$ cat config.mk
export PLATFORM = sky130hd
export DESIGN_NAME = phase_det_top
export DESIGN_NICKNAME = d
export VERILOG_FILES = /design/src/rtl/phase_det_pkg.sv /design/src/rtl/phase_det_datapath.sv /design/src/rtl/phase_det_control.sv /design/src/rtl/phase_det_top.sv
export SDC_FILE = /design/constraint.sdc
export NUM_CORES = 1
export LEC_CHECK = 0
export ABC_AREA = 1
export BUFFER_PORTS_ARGS = -buffer_cell sky130_fd_sc_hd__buf_2
export CORE_UTILIZATION = 62
export DETAILED_ROUTE_END_ITERATION = 6
export PLACE_DENSITY = 0.83
export SLEW_MARGIN = 20
export SYNTH_ARGS = -nofsm -noshare
export SYNTH_HDL_FRONTEND = slang
export SYNTH_SLANG_ARGS = --single-unit
$ cat constraint.sdc
create_clock -name clk -period 2.2 [get_ports clk]
set_input_delay 0.44 -clock clk [delete_from_list [all_inputs] [get_ports clk]]
set_output_delay 0.44 -clock clk [all_outputs]
set_load 0.01 [all_outputs]
$ cat src/rtl/phase_det_pkg.sv
package phase_det_pkg;
  typedef struct packed {
    logic setUp;
    logic setDn;
    logic clear;
  } detStrobe_t;
endpackage

$ cat src/rtl/phase_det_datapath.sv
module phase_det_datapath
  import phase_det_pkg::*;
(
  input  logic       clk,
  input  logic       rstN,
  input  detStrobe_t strb,
  input  logic       invertSense,
  output logic       upState,
  output logic       dnState,
  output logic       pumpUp,
  output logic       pumpDown
);
  always_ff @(posedge clk or negedge rstN) begin
    if (!rstN) begin
      upState <= 1'b0;
      dnState <= 1'b0;
    end else begin
      upState <= strb.setUp | (upState & ~strb.clear);
      dnState <= strb.setDn | (dnState & ~strb.clear);
    end
  end

  always_comb begin
    pumpUp   = invertSense ? dnState : upState;
    pumpDown = invertSense ? upState : dnState;
  end

  AST_UP_ARM: assert property (@(posedge clk) disable iff (!rstN) strb.setUp |=> upState);
  AST_DN_ARM: assert property (@(posedge clk) disable iff (!rstN) strb.setDn |=> dnState);
  AST_ARMED_HOLD: assert property (@(posedge clk) disable iff (!rstN)
    (upState && !strb.clear) |=> upState);
  AST_JOINT_FALL: assert property (@(posedge clk) disable iff (!rstN)
    $fell(upState) |-> (!dnState || $past(strb.setDn)));
endmodule

$ cat src/rtl/phase_det_control.sv
module phase_det_control
  import phase_det_pkg::*;
#(
  parameter int OVL_W  = 4,
  parameter int LOCK_N = 16
) (
  input  logic             clk,
  input  logic             rstN,
  input  logic             refEdge,
  input  logic             fbEdge,
  input  logic [OVL_W-1:0] overlapLen,
  input  logic             upState,
  input  logic             dnState,
  output detStrobe_t       strb,
  output logic             locked
);
  localparam int ACT_W = OVL_W + 2;
  localparam int CNT_W = $clog2(LOCK_N + 1);
  localparam logic [CNT_W-1:0] LOCK_MAX = CNT_W'(LOCK_N);

  logic [OVL_W-1:0] lenEff;
  logic [OVL_W-1:0] ovlCnt;
  logic [ACT_W-1:0] activeCnt;
  logic [CNT_W-1:0] goodCnt;
  logic bothSet, anySet, clearNow, spanGood;

  always_comb begin
    lenEff   = (overlapLen == '0) ? OVL_W'(1) : overlapLen;
    bothSet  = upState & dnState;
    anySet   = upState | dnState;
    clearNow = bothSet && (ovlCnt >= lenEff - OVL_W'(1));
    spanGood = activeCnt <= {2'b00, lenEff};
    strb.setUp = refEdge;
    strb.setDn = fbEdge;
    strb.clear = clearNow;
  end

  always_ff @(posedge clk or negedge rstN) begin
    if (!rstN) begin
      ovlCnt    <= '0;
      activeCnt <= '0;
      goodCnt   <= '0;
    end else begin
      if (clearNow || !bothSet) ovlCnt <= '0;
      else                      ovlCnt <= ovlCnt + OVL_W'(1);

      if (clearNow)                      activeCnt <= '0;
      else if (anySet && (activeCnt != '1)) activeCnt <= activeCnt + ACT_W'(1);

      if (clearNow) begin
        if (!spanGood)              goodCnt <= '0;
        else if (goodCnt != LOCK_MAX) goodCnt <= goodCnt + CNT_W'(1);
      end
    end
  end

  assign locked = (goodCnt == LOCK_MAX);

  AST_NO_DEADZONE: assert property (@(posedge clk) disable iff (!rstN)
    $fell(bothSet) |-> $past(clearNow));
  AST_LOCK_RANGE: assert property (@(posedge clk) disable iff (!rstN)
    goodCnt <= LOCK_MAX);
  AST_LOCK_DROP: assert property (@(posedge clk) disable iff (!rstN)
    (clearNow && !spanGood) |=> !locked);
  AST_LOCK_RISE: assert property (@(posedge clk) disable iff (!rstN)
    $rose(locked) |-> $past(clearNow));
endmodule

$ cat src/rtl/phase_det_top.sv
module phase_det_top
  import phase_det_pkg::*;
#(
  parameter int OVL_W  = 4,
  parameter int LOCK_N = 16
) (
  input  logic             clk,
  input  logic             rstN,
  input  logic             refEdge,
  input  logic             fbEdge,
  input  logic             invertSense,
  input  logic [OVL_W-1:0] overlapLen,
  output logic             pumpUp,
  output logic             pumpDown,
  output logic             locked
);
  detStrobe_t strb;
  logic upState, dnState;

  phase_det_control #(.OVL_W(OVL_W), .LOCK_N(LOCK_N)) u_ctrl (
    .clk(clk), .rstN(rstN), .refEdge(refEdge), .fbEdge(fbEdge),
    .overlapLen(overlapLen), .upState(upState), .dnState(dnState),
    .strb(strb), .locked(locked)
  );

  phase_det_datapath u_dp (
    .clk(clk), .rstN(rstN), .strb(strb), .invertSense(invertSense),
    .upState(upState), .dnState(dnState), .pumpUp(pumpUp), .pumpDown(pumpDown)
  );
endmodule

==> flow_metrics.tcl <==
set metrics [dict create \
    core_region_area_sq_um 1780 \
    timing.reg2reg.worst_path_depth 8 \
    detail_route.iter0.violations 21 \
    worstHoldPathType "in2async" \
    critPathCaptureType "flop" \
    post-route-period-util_pct 87.3 \
    cts-root-to-sink-buffers 2 \
    place.detailed.instances 192 \
    startpoint_type "input port" \
    cts.repair_timing.setup_buffer_count 0 \
    cts_repair_resize_count 0 \
    crit_type "in2reg" \
    postSynthAreaPerCell_sq_um 7.92 \
    drc_errors 0 \
    numCtsBuffers 3 \
    clock_latency_ns 0.29 \
    antenna_found_initial 0 \
    cts_root_buffer "clkbuf_4" \
    globalplace.congestion 0.795 \
    synthCells 155 \
    vias_in_the_first_global_route 976 \
    cts_hold_buffers 0 \
    rows 15 \
    dieArea_sq_um 2160 \
    worst_ep_required_time_ns 2.44 \
    syn_area_sq_um 1230 \
    r2r_setup_slk_ns 0.56 \
    route.antenna.remaining_nets 0 \
    timing_max_transition_violations_final 0 \
    total_track_usage_pct 26.2 \
    cts.sink_count 17 \
    synth-seq-cells 17 \
    yosysWarningCount 0 \
    post-route-worst-setup-slack_ns 0.279 \
    totalWireLength_mm 2.34 \
    place.detailed.hpwl_mm 1.88 \
    timing_hold_violations_final 0 \
    vias 1033 \
    synth.net_count 177 \
    i_o_buffers 11 \
    worst-slew-pin-transition_ns 0.380 \
    power_density_nw_per_um2 1230 \
    ys_seq_area_share_pct 34.7 \
    rsz0062_at_grt "no" \
    antenna_cells_inserted 0 \
    period_minus_slack_ns 1.92 \
    timing.final.setup_violations 0 \
    worst_slew_margin_rel_pct 74.7 \
    power_leakage_uw 0.000753 \
    status "complete, no violations" \
    drv_cap 0 \
    synthToLayoutAreaGrowth_pct 9.79 \
    layout-drive-gt1-share_pct 17.5 \
    start_util_pct 68.8 \
    floorplan.die.width_um 46.5 \
    pre_cts_ws_ns -0.0265 \
    most-common-layout-cells "nand2_1 (38), inv_1 (22), dfrtp_1 (17)" \
    cts_max_level 1 \
    tritoncts "done" \
    top_level_ports 12 \
    timing.critical_path.fanout_max 9 \
    final_cells 196 \
    post_drt_wl_per_cell_um 11.9 \
    most_common_cell_after_layout_fill_and_taps_aside "nand2_1" \
    worst_clock_skew_ns 0.00136 \
    ys_types 21 \
    die_height_um 46.5 \
    clkSlewWorstSetupHoldPaths_ns 0.10 \
    grt-ovfl-total 0 \
    post_drt_via_cell_ratio 5.27 \
    clock.fmax_mhz 521 \
    grt_max_degree 18 \
    drt_pass1_iterations 4 \
    ir_drop_uv 781 \
    rr_endpoint "u_ctrl.goodCnt[3]" \
    fin_nets 194 \
    grt_first_pass_wirelength_mm 3.88 \
    reg_to_reg_critical_path_startpoint "u_ctrl.ovlCnt[3]" \
    cp_data_arrival_time_ns 2.16 \
]
## routing by layer
layer | vias to the layer above | wire [um] | GRT usage, %
met2 | 23 | 1260 | 51.4
li1 | 530 | - | -
met5 | - | 0 | 0
met1 | 478 | 972 | 26.9
met4 | 0 | 9 | 4.71
met3 | 2 | 97 | 7.45
## cell families (layout without fill, tap and decap cells)
family	Yosys count	count (layout)	share of synthesized area, %
buffers and inverters	25	41	8.05
flip-flops	17	17	34.7
AO/OA/AOI/OAI	15	15	6.52
XOR/XNOR	7	7	5.00
AND/OR/NAND/NOR	78	78	32.5
adder cells (fa/ha/maj)	13	13	13.3
## worst max-delay path by stage
stage | to | startpoint | cells past startpoint
final | u_ctrl.goodCnt[3] | overlapLen[2] | 14
after detailed placement | u_ctrl.goodCnt[3] | overlapLen[2] | 14
after global placement | u_ctrl.goodCnt[1] | overlapLen[2] | 14
after global routing | u_ctrl.goodCnt[1] | overlapLen[1] | 15
after floorplan | u_ctrl.goodCnt[2] | overlapLen[3] | 13
after CTS | u_ctrl.goodCnt[3] | overlapLen[2] | 14
## critical path: stages
cell and delay (ns):
buf_2 0.12, nor2_1 0.11, a21oi_1 0.10, buf_4 0.15
nand2_1 0.05, nand2_1 0.05, ha_1 0.31, a21oi_1 0.25
nand3_1 0.12, nand2_2 0.16, inv_6 0.07, nand2_4 0.09
nand2_1 0.06, nand2_1 0.07
## flip-flops by register name (all words and copies together), names as in the netlist
signal,flops
u_dp.dnState,1
u_ctrl.ovlCnt,4
u_ctrl.activeCnt,6
u_ctrl.goodCnt,5
u_dp.upState,1
## synth_stat cells, drive strengths merged
library cell	count	area, sq um
nand2	46	218
ha	13	163
o21ai	4	20.0
dfrtp	17	425
nand3	14	82.6
inv	25	98.9
a21oi	9	45.0
o21bai	2	15.0
xnor2	3	26.3
xor2	4	35.0
nand4	2	12.5
nor3	2	15.0
nor2	14	71.3
## per-stage QoR
step                hold slack, ns  utilization, %  power, uW  setup TNS, ns  instance area (sq um)
finish                      0.0460            75.6       1660              0                   1350
global route                0.0651            75.6       1820              0                   1350
CTS                         0.0552            75.6       1660              0                   1350
detailed placement           0.380            74.1       1490        -0.0815                   1320
global placement             0.382            74.1       1430              0                   1320
floorplan                    0.144               -       1280              0                   1230
## cell type report
| cell class | count | area (sq um) |
|---|---|---|
| repair buffers | 12 | 62.6 |
| fillers | 135 | 435 |
| clock buffers | 4 | 26.3 |
| inverters | 25 | 98.8 |
| flip-flops and latches | 17 | 425 |
| well taps | 25 | 31.3 |
| multi-input cells | 113 | 703 |
## power breakdown
| group | switching (uW) | total, uW | internal [uW] |
|---|---|---|---|
| Combinational | 581 | 933 | 351 |
| Clock | 103 | 174 | 70.6 |
| Sequential | 121 | 552 | 431 |
| Total | 805 | 1660 | 853 |
Note: power is estimated with default switching activity, not from simulation.
